## config.mk

```make
export PLATFORM = sky130hd
export DESIGN_NAME = srx_store_unit
export DESIGN_NICKNAME = d
export VERILOG_FILES = /design/src/rtl/srx_pkg.sv /design/src/rtl/srx_excl_monitor.sv /design/src/rtl/srx_reg_check.sv /design/src/rtl/srx_outcome_calc.sv /design/src/rtl/srx_store_unit.sv
export SDC_FILE = /design/constraint.sdc
export NUM_CORES = 1
export LEC_CHECK = 0
export ABC_AREA = 1
export BUFFER_PORTS_ARGS = -buffer_cell sky130_fd_sc_hd__buf_2
export CAP_MARGIN = 20
export CORE_MARGIN = 4
export CORE_UTILIZATION = 45
export CTS_CLUSTER_DIAMETER = 30
export DETAILED_ROUTE_END_ITERATION = 7
export GPL_ROUTABILITY_DRIVEN = 0
export MAX_ROUTING_LAYER = met4
export PLACE_DENSITY = 0.88
export SYNTH_ARGS = -nofsm -noshare
export SYNTH_HDL_FRONTEND = slang
export SYNTH_SLANG_ARGS = --single-unit
export TNS_END_PERCENT = 50
```

## constraint.sdc

```tcl
create_clock -name clk -period 1.7 [get_ports clk]
set_clock_uncertainty 0.15 [all_clocks]
set_input_delay 0.34 -clock clk [delete_from_list [all_inputs] [get_ports clk]]
set_output_delay 0.34 -clock clk [all_outputs]
set_load 0.05 [all_outputs]
```

## src/rtl/srx_pkg.sv

```systemverilog
package srx_pkg;

  typedef enum logic {
    SRX_IDLE = 1'b0,
    SRX_HOLD = 1'b1
  } srx_state_e;

  typedef struct packed {
    logic do_write;
    logic wr_status;
    logic status_one;
    logic abort;
    logic undef;
    logic need_drain;
  } srx_outcome_t;

endpackage

```

## src/rtl/srx_excl_monitor.sv

```systemverilog
module srx_excl_monitor #(
  parameter int ADDR_W    = 32,
  parameter int GRAN_BITS = 2
) (
  input  logic              clk,
  input  logic              rst_n,
  input  logic              arm_i,
  input  logic [ADDR_W-1:0] arm_addr_i,
  input  logic              clear_i,
  input  logic [ADDR_W-1:0] probe_addr_i,
  output logic              hit_o
);
  localparam int TAG_W = ADDR_W - GRAN_BITS;

  logic             valid_q, valid_d;
  logic [TAG_W-1:0] tag_q, tag_d;
  logic             tag_en;
  logic             unused_low_bits;

  assign unused_low_bits = ^{arm_addr_i[GRAN_BITS-1:0], probe_addr_i[GRAN_BITS-1:0]};

  // clearing outranks arming in the same cycle
  always_comb begin
    valid_d = valid_q;
    tag_en  = 1'b0;
    tag_d   = arm_addr_i[ADDR_W-1:GRAN_BITS];
    if (clear_i) begin
      valid_d = 1'b0;
    end else if (arm_i) begin
      valid_d = 1'b1;
      tag_en  = 1'b1;
    end
  end

  always_ff @(posedge clk or negedge rst_n) begin
    if (!rst_n) valid_q <= 1'b0;
    else        valid_q <= valid_d;
  end

  always_ff @(posedge clk or negedge rst_n) begin
    if (!rst_n)      tag_q <= '0;
    else if (tag_en) tag_q <= tag_d;
  end

  assign hit_o = valid_q && (tag_q == probe_addr_i[ADDR_W-1:GRAN_BITS]);
endmodule

```

## src/rtl/srx_reg_check.sv

```systemverilog
module srx_reg_check #(
  parameter int IDX_W  = 4,
  parameter int PC_IDX = 15
) (
  input  logic [IDX_W-1:0] rd_i,
  input  logic [IDX_W-1:0] rt_i,
  input  logic [IDX_W-1:0] rn_i,
  output logic             illegal_o
);
  localparam logic [IDX_W-1:0] PC_CODE = IDX_W'(PC_IDX);

  logic [IDX_W-1:0] ops [3];
  logic [2:0]       is_pc;
  logic             overlap;

  assign ops[0] = rd_i;
  assign ops[1] = rt_i;
  assign ops[2] = rn_i;

  for (genvar g = 0; g < 3; g++) begin : g_pc
    assign is_pc[g] = (ops[g] == PC_CODE);
  end

  assign overlap   = (rd_i == rt_i) || (rd_i == rn_i);
  assign illegal_o = (|is_pc) || overlap;
endmodule

```

## src/rtl/srx_outcome_calc.sv

```systemverilog
module srx_outcome_calc
  import srx_pkg::*;
#(
  parameter int OFS_W = 2
) (
  input  logic             cond_pass_i,
  input  logic             illegal_i,
  input  logic             hit_i,
  input  logic [OFS_W-1:0] addr_low_i,
  input  logic             dit_i,
  output srx_outcome_t     out_o
);
  logic aligned;
  assign aligned = (addr_low_i == '0);

  // priority: condition, register legality, alignment under a pass, pass, fail
  always_comb begin
    out_o = '0;
    if (cond_pass_i) begin
      if (illegal_i) begin
        out_o.undef = 1'b1;
      end else if (hit_i && !aligned) begin
        out_o.abort = 1'b1;
      end else if (hit_i) begin
        out_o.do_write  = 1'b1;
        out_o.wr_status = 1'b1;
      end else begin
        out_o.wr_status  = 1'b1;
        out_o.status_one = 1'b1;
      end
      out_o.need_drain = !illegal_i && (out_o.do_write || dit_i);
    end
  end
endmodule

```

## src/rtl/srx_store_unit.sv

```systemverilog
module srx_store_unit
  import srx_pkg::*;
#(
  parameter int ADDR_W       = 32,
  parameter int DATA_W       = 32,
  parameter int IDX_W        = 4,
  parameter int ACCESS_BYTES = 4,
  parameter int PC_IDX       = 15
) (
  input  logic              clk,
  input  logic              rst_n,
  input  logic              req_valid,
  output logic              req_ready,
  input  logic              req_cond_pass,
  input  logic [IDX_W-1:0]  req_rd,
  input  logic [IDX_W-1:0]  req_rt,
  input  logic [IDX_W-1:0]  req_rn,
  input  logic [ADDR_W-1:0] req_addr,
  input  logic [DATA_W-1:0] req_data,
  input  logic              dit_mode,
  input  logic              drained,
  input  logic              mark_valid,
  input  logic [ADDR_W-1:0] mark_addr,
  input  logic              clrex,
  output logic              mem_wr_valid,
  output logic [ADDR_W-1:0] mem_wr_addr,
  output logic [DATA_W-1:0] mem_wr_data,
  output logic [$clog2(ACCESS_BYTES):0] mem_wr_bytes,
  output logic              st_wr_valid,
  output logic [IDX_W-1:0]  st_wr_idx,
  output logic [DATA_W-1:0] st_wr_value,
  output logic              abort_align,
  output logic              undef_trap,
  output logic              done
);
  localparam int OFS_W   = $clog2(ACCESS_BYTES);
  localparam int BYTES_W = OFS_W + 1;

  srx_state_e   state_q, state_d;
  logic         accept, go, cap_en;
  logic         mon_hit, mon_clear, illegal;
  srx_outcome_t outcome, cap_out;
  logic [ADDR_W-1:0] cap_addr;
  logic [DATA_W-1:0] cap_data;
  logic [IDX_W-1:0]  cap_rd;

  assign accept    = req_valid && (state_q == SRX_IDLE);
  assign cap_en    = accept;
  assign mon_clear = clrex || (accept && req_cond_pass);

  srx_excl_monitor #(
    .ADDR_W   (ADDR_W),
    .GRAN_BITS(OFS_W)
  ) u_mon (
    .clk         (clk),
    .rst_n       (rst_n),
    .arm_i       (mark_valid),
    .arm_addr_i  (mark_addr),
    .clear_i     (mon_clear),
    .probe_addr_i(req_addr),
    .hit_o       (mon_hit)
  );

  srx_reg_check #(
    .IDX_W (IDX_W),
    .PC_IDX(PC_IDX)
  ) u_regs (
    .rd_i     (req_rd),
    .rt_i     (req_rt),
    .rn_i     (req_rn),
    .illegal_o(illegal)
  );

  srx_outcome_calc #(
    .OFS_W(OFS_W)
  ) u_calc (
    .cond_pass_i(req_cond_pass),
    .illegal_i  (illegal),
    .hit_i      (mon_hit),
    .addr_low_i (req_addr[OFS_W-1:0]),
    .dit_i      (dit_mode),
    .out_o      (outcome)
  );

  assign go = (state_q == SRX_HOLD) && (!cap_out.need_drain || drained);

  always_comb begin
    state_d = state_q;
    case (state_q)
      SRX_IDLE: if (accept) state_d = SRX_HOLD;
      SRX_HOLD: if (go)     state_d = SRX_IDLE;
      default:              state_d = SRX_IDLE;
    endcase
  end

  always_ff @(posedge clk or negedge rst_n) begin
    if (!rst_n) state_q <= SRX_IDLE;
    else        state_q <= state_d;
  end

  always_ff @(posedge clk or negedge rst_n) begin
    if (!rst_n) begin
      cap_out  <= '0;
      cap_addr <= '0;
      cap_data <= '0;
      cap_rd   <= '0;
    end else if (cap_en) begin
      cap_out  <= outcome;
      cap_addr <= req_addr;
      cap_data <= req_data;
      cap_rd   <= req_rd;
    end
  end

  assign req_ready    = (state_q == SRX_IDLE);
  assign done         = go;
  assign mem_wr_valid = go && cap_out.do_write;
  assign mem_wr_addr  = cap_addr;
  assign mem_wr_data  = cap_data;
  assign mem_wr_bytes = BYTES_W'(ACCESS_BYTES);
  assign st_wr_valid  = go && cap_out.wr_status;
  assign st_wr_idx    = cap_rd;
  assign st_wr_value  = {{(DATA_W-1){1'b0}}, cap_out.status_one};
  assign abort_align  = go && cap_out.abort;
  assign undef_trap   = go && cap_out.undef;
endmodule

```

======== Yosys cells after proc, flatten, opt, wreduce, memory -nomap -nowiden ========
Cells that the tools add are included.
word-level totals
  flip-flop bits (word level) ............. 106
  bits in latches ......................... 0
  RAM bits ................................ 0
  ROM bits ................................ 0
  input bits .............................. 116
  word-level logic and storage cells ...... 55
  memories ................................ 0
cells by class
  add/sub/neg operators ................... 0
  multiply operators ...................... 0
  divide/modulo/power cells ............... 0
  magnitude comparators ................... 0
  eq/ne operators ......................... 6
  shift-type cells ........................ 0
  multiplexer cells ....................... 15
  bitwise logic cells ..................... 1
  reductions and logical operators ........ 21
operator list
  kind                                   number
  30-bit == test                         1
  4-bit == test, second input constant   3
  1-bit logical AND                      10
  1-bit 2-to-1 mux                       10
  4-bit == test                          2
  4-bit 2-to-1 mux                       2
  6-bit 2-to-1 mux                       1
  1-bit logical OR                       5
  1-bit logical NOT                      3
  3-bit 2-to-1 mux                       1
  3-bit OR reduction                     1
  2-bit logical NOT                      1
  1-bit one-hot mux with 2 select lines  1
  2-bit nonzero test                     1
  1-bit inverter                         1

======== Longest topological paths before layout ========
  word-level depth ........................ 9
  mapped depth ............................ 12
  mapped depth without buffers ............ 12

======== Hierarchy ========
From an unflattened synthesis, not the netlist that was laid out.
second synthesis, totals
  cells, all modules ...................... 698
  area, all modules ....................... 5322.6 um^2
modules (own cells, without submodules)
  module            instances  cells each  area each (um^2)
  srx_store_unit    1          377         3271.9
  srx_excl_monitor  1          249         1761.7
  srx_reg_check     1          57          216.5
  srx_outcome_calc  1          15          72.6

======== Worst setup path after synthesis ========
Ideal clock, no wire load.
  kind .................................... reg-to-output
  start point ............................. register cap_out[0] in the netlist's numbering
  end point ............................... output abort_align
  data arrival time ....................... 1181 ps
  path slack .............................. 29 ps
  cell stages (with the launch flop) ...... 4
  cells stage by stage .................... dfrtp_1 -> nand2_1 -> nand2_1 -> nor2_1
between the ends
  cells in the longest elaborated chain, start to end .. 4
RTL lines
  element                   RTL line               source
  start: declaration        srx_store_unit.sv:42   srx_outcome_t outcome, cap_out;
  start signal: assignment  srx_store_unit.sv:108  cap_out <= outcome;
  1-bit logical NOT         srx_store_unit.sv:85   assign go = (state_q == SRX_HOLD) && (!cap_out.need_drain || drained);
  1-bit logical OR          srx_store_unit.sv:85
  1-bit logical AND         srx_store_unit.sv:85
  1-bit logical AND         srx_store_unit.sv:124  assign abort_align = go && cap_out.abort;
  end: declaration          srx_store_unit.sv:32   output logic abort_align,
Every way passes these cells.

======== Final worst setup path ========
Same ends and word-level chain as after synthesis.

==> results.md <==
- Status: complete, but fails checks
- Failing checks: setup timing
- Crit path DAT: between 1 and 1.5 ns
- Yosys warning total: 0
- Lkg Pwr: about 3.7 nW
- Clock-pin slew on the worst setup and hold paths: roughly 0.10 ns
- Final Util: 0.5844
- Synth top cells by count: nand2_1, dfrtp_1, inv_1
- Synth Instances: between 600 and 700
- Post-synth EDFFs: 0
- Worst Reg-to-Reg Cells: 12
- Synth area leaders: dfrtp_1, nand2_1, buf_4
- DP HPWL: ~9300 µm
- Worst R2R Start: u_mon.tag_q[28]
- Via count: about 4400
- Maximum fanout along the worst path: 5
- Antenna cells: 0
- Die width: roughly 110 µm
- Finished Layout Cells: 974
- Vias/cell: about 4.5
- Drt first-iter violations: 210
- Crit path from: cap_out[0]
- Total global-route track usage: 0.1962
- CTS tree: done
- Post-synth top area share: 0.5312
- HP Class: input pin to flop
- Largest net degree at the start of global routing: between 100 and 150
- Most numerous cell in the Yosys netlist: nand2_1
- RSZ-0062 raised after global routing: yes
- Vias in the first global route: just over 4000
- Setup ws final: -0.04113 ns
- Max-slew violation count: 0
- Tmin final: approximately 1.7 ns
- # DRC: 0
- Die Y: roughly 110 µm
- Initial antenna violation count: 0
- Peak supply drop: between 0.6 and 0.7 mV
- Share of layout cells above drive strength 1: 0.2806
- Root buffer cell: clkbuf_8
- Cell taking the most area after synthesis: dfrtp_1
- Worst R2R End: cap_out[0]
- Main synth FF type: dfrtp_1
- Layout area overhead: 26.86%
- # rows: 38
- Register area share after synthesis: 0.5312
- Flops & latches, synth: 106
- CTS H-Tree Depth: 3
- Avg Cell Area, Syn: 7.839 µm²
- CORE AREA: 10840 µm²
- Initial core utilization: 0.4606
- Reg2reg setup slack: around 0.13 ns
- Final hold vios: 0
- Pwr/cell area: ~1100 nW/µm²
- Synthesized area: 4994 µm²
- Critical Path Sink Type: output port
- Worst setup path end: abort_align
- Period utilization: 1.024
- TritonRoute pass-1 iters: 4
- Max-cap violations: 0
- DP Cell Count: around 950
- Clock buffer depth: 2
- Max frequency: ~570 MHz
- Ports: roughly 230
- Wirelength per Cell: 12.81 µm
- Routed Wire Length: around 12000 µm
- Setup crit start kind: flop
- # port buffers: between 150 and 200
- Finish-stage setup viols: 4
- Die area: between 10000 and 15000 µm²
- Remaining global-route overflow: 0
- Distinct cells, synth: 25
- Antenna violation net count after detailed routing: 0
- Kind of critical path: flop to output port
- Total power: around 7.1 mW
- Final nets: 945
- Ys async rst share: 1.000
- Number of buffers created by CTS: 9
- Clock latency at the later pin of the worst-skew pair: around 0.37 ns
- Sink Count: around 110
- CP Data Required Time: approximately 1.2 ns
- Global-route wire length before repair: 19570 µm
[critical path, stage by stage (launching register included)]
cell and delay (ns):
dfrtp_1 0.41, nand2_2 0.09, nand2_4 0.09, nor2_4 0.13
buf_6 0.17
[per-layer routing]
metal  vias to the layer above  track usage  wire, µm
met5                         -            -         0
met4                         0      0.05369       127
met3                        13      0.03529       859
met2                       153       0.3227      6195
met1                      1982       0.2513      5295
li1                       2234            -         -
[cells by family (layout without fill, tap and decap cells)]
family / after synthesis / after routing / share of synthesized area
flip-flops: 106 / 106 / 0.5312
XOR/XNOR: 7 / 7 / 0.01228
AND/OR/NAND/NOR: 326 / 326 / 0.2533
other: 2 / 34 / 0.001504
multiplexers: 2 / 2 / 0.005261
buffers and inverters: 127 / 292 / 0.1290
AO/OA/AOI/OAI: 67 / 67 / 0.06740
[how the worst min path moves through the flow]
| stage | start | to | slack [ns] | cells past startpoint |
|---|---|---|---|---|
| finish | req_data[30] | mem_wr_data[30] | 0.02 | 3 |
| global placement | rst_n | mem_wr_data[18] | 0.09 | 1 |
| floorplan | rst_n | cap_out[0] | -0.11 | 0 |
| detailed placement | rst_n | mem_wr_data[22] | 0.09 | 1 |
| global route | req_data[5] | mem_wr_data[5] | 0.009 | 3 |
| CTS | req_data[14] | mem_wr_data[14] | 0.001 | 3 |
[power breakdown]
group / internal, mW / switching [mW]
Combinational: 0.603 / 1.86
Sequential: 2.90 / 0.193
Clock: 0.638 / 0.896
[sequential cells by signal (all words and copies together), names as in the netlist]
name           flops
mem_wr_addr       32
mem_wr_data       32
u_mon.tag_q       30
cap_out            5
st_wr_idx          4
st_wr_value        1
state_q            1
u_mon.valid_q      1
[area by class of cell]
type / count / area (µm²)
Timing Repair Buffer: 205 / 1185
Fill cell: 971 / 4506
Tap cell: 140 / 175.2
Inverter: 71 / 266.5
Clock buffer: 11 / 151.4
Clock inverter: 5 / 42.54
Multi-Input combinational cell: 436 / 1862
Sequential cell: 106 / 2653
[per-stage QoR]
step                      hold WS (ns)  TNS [ns]  area (µm²)  worst slack [ns]
after detailed placement       0.08852         0        5974           0.06606
final                          0.02006  -0.08030        6335          -0.04113
after global routing          0.009301   -0.4859        6335          -0.09327
after floorplan                -0.1056         0        5114           0.02924
after CTS                    0.0009511  -0.06257        6289          -0.03523
after global placement         0.08503         0        5974           0.07014
[placed cells by master (no fill, tap or decap), types with 5 or more instances in the layout]
cell           synthesis  routed
a21oi_1               28      28
o21ai_0               37      37
nand2_1              256     252
nor2_2                 2       6
nand3_1                5       5
clkbuf_8               0      11
inv_1                 68      68
buf_4                 35       6
buf_6                  3       5
dfrtp_1              106     106
conb_1                 2      34
nor2_1                57      51
buf_2                 11     181
xor2_1                 6       6
dlygate4sd3_1          0       7
buf_12                 0       5
[what timing repair did]
| item | in CTS | in global routing |
|---|---|---|
| endpoints found under the setup margin | 5 | 8 |
| resized for setup | 17 | 7 |
| hold endpoints to repair | 28 | 1 |
| hold buffers | 6 | 1 |
| pin swaps | 2 | 5 |
| setup buffers | 1 | 2 |
No activity file was read; power rests on OpenSTA's default activity.
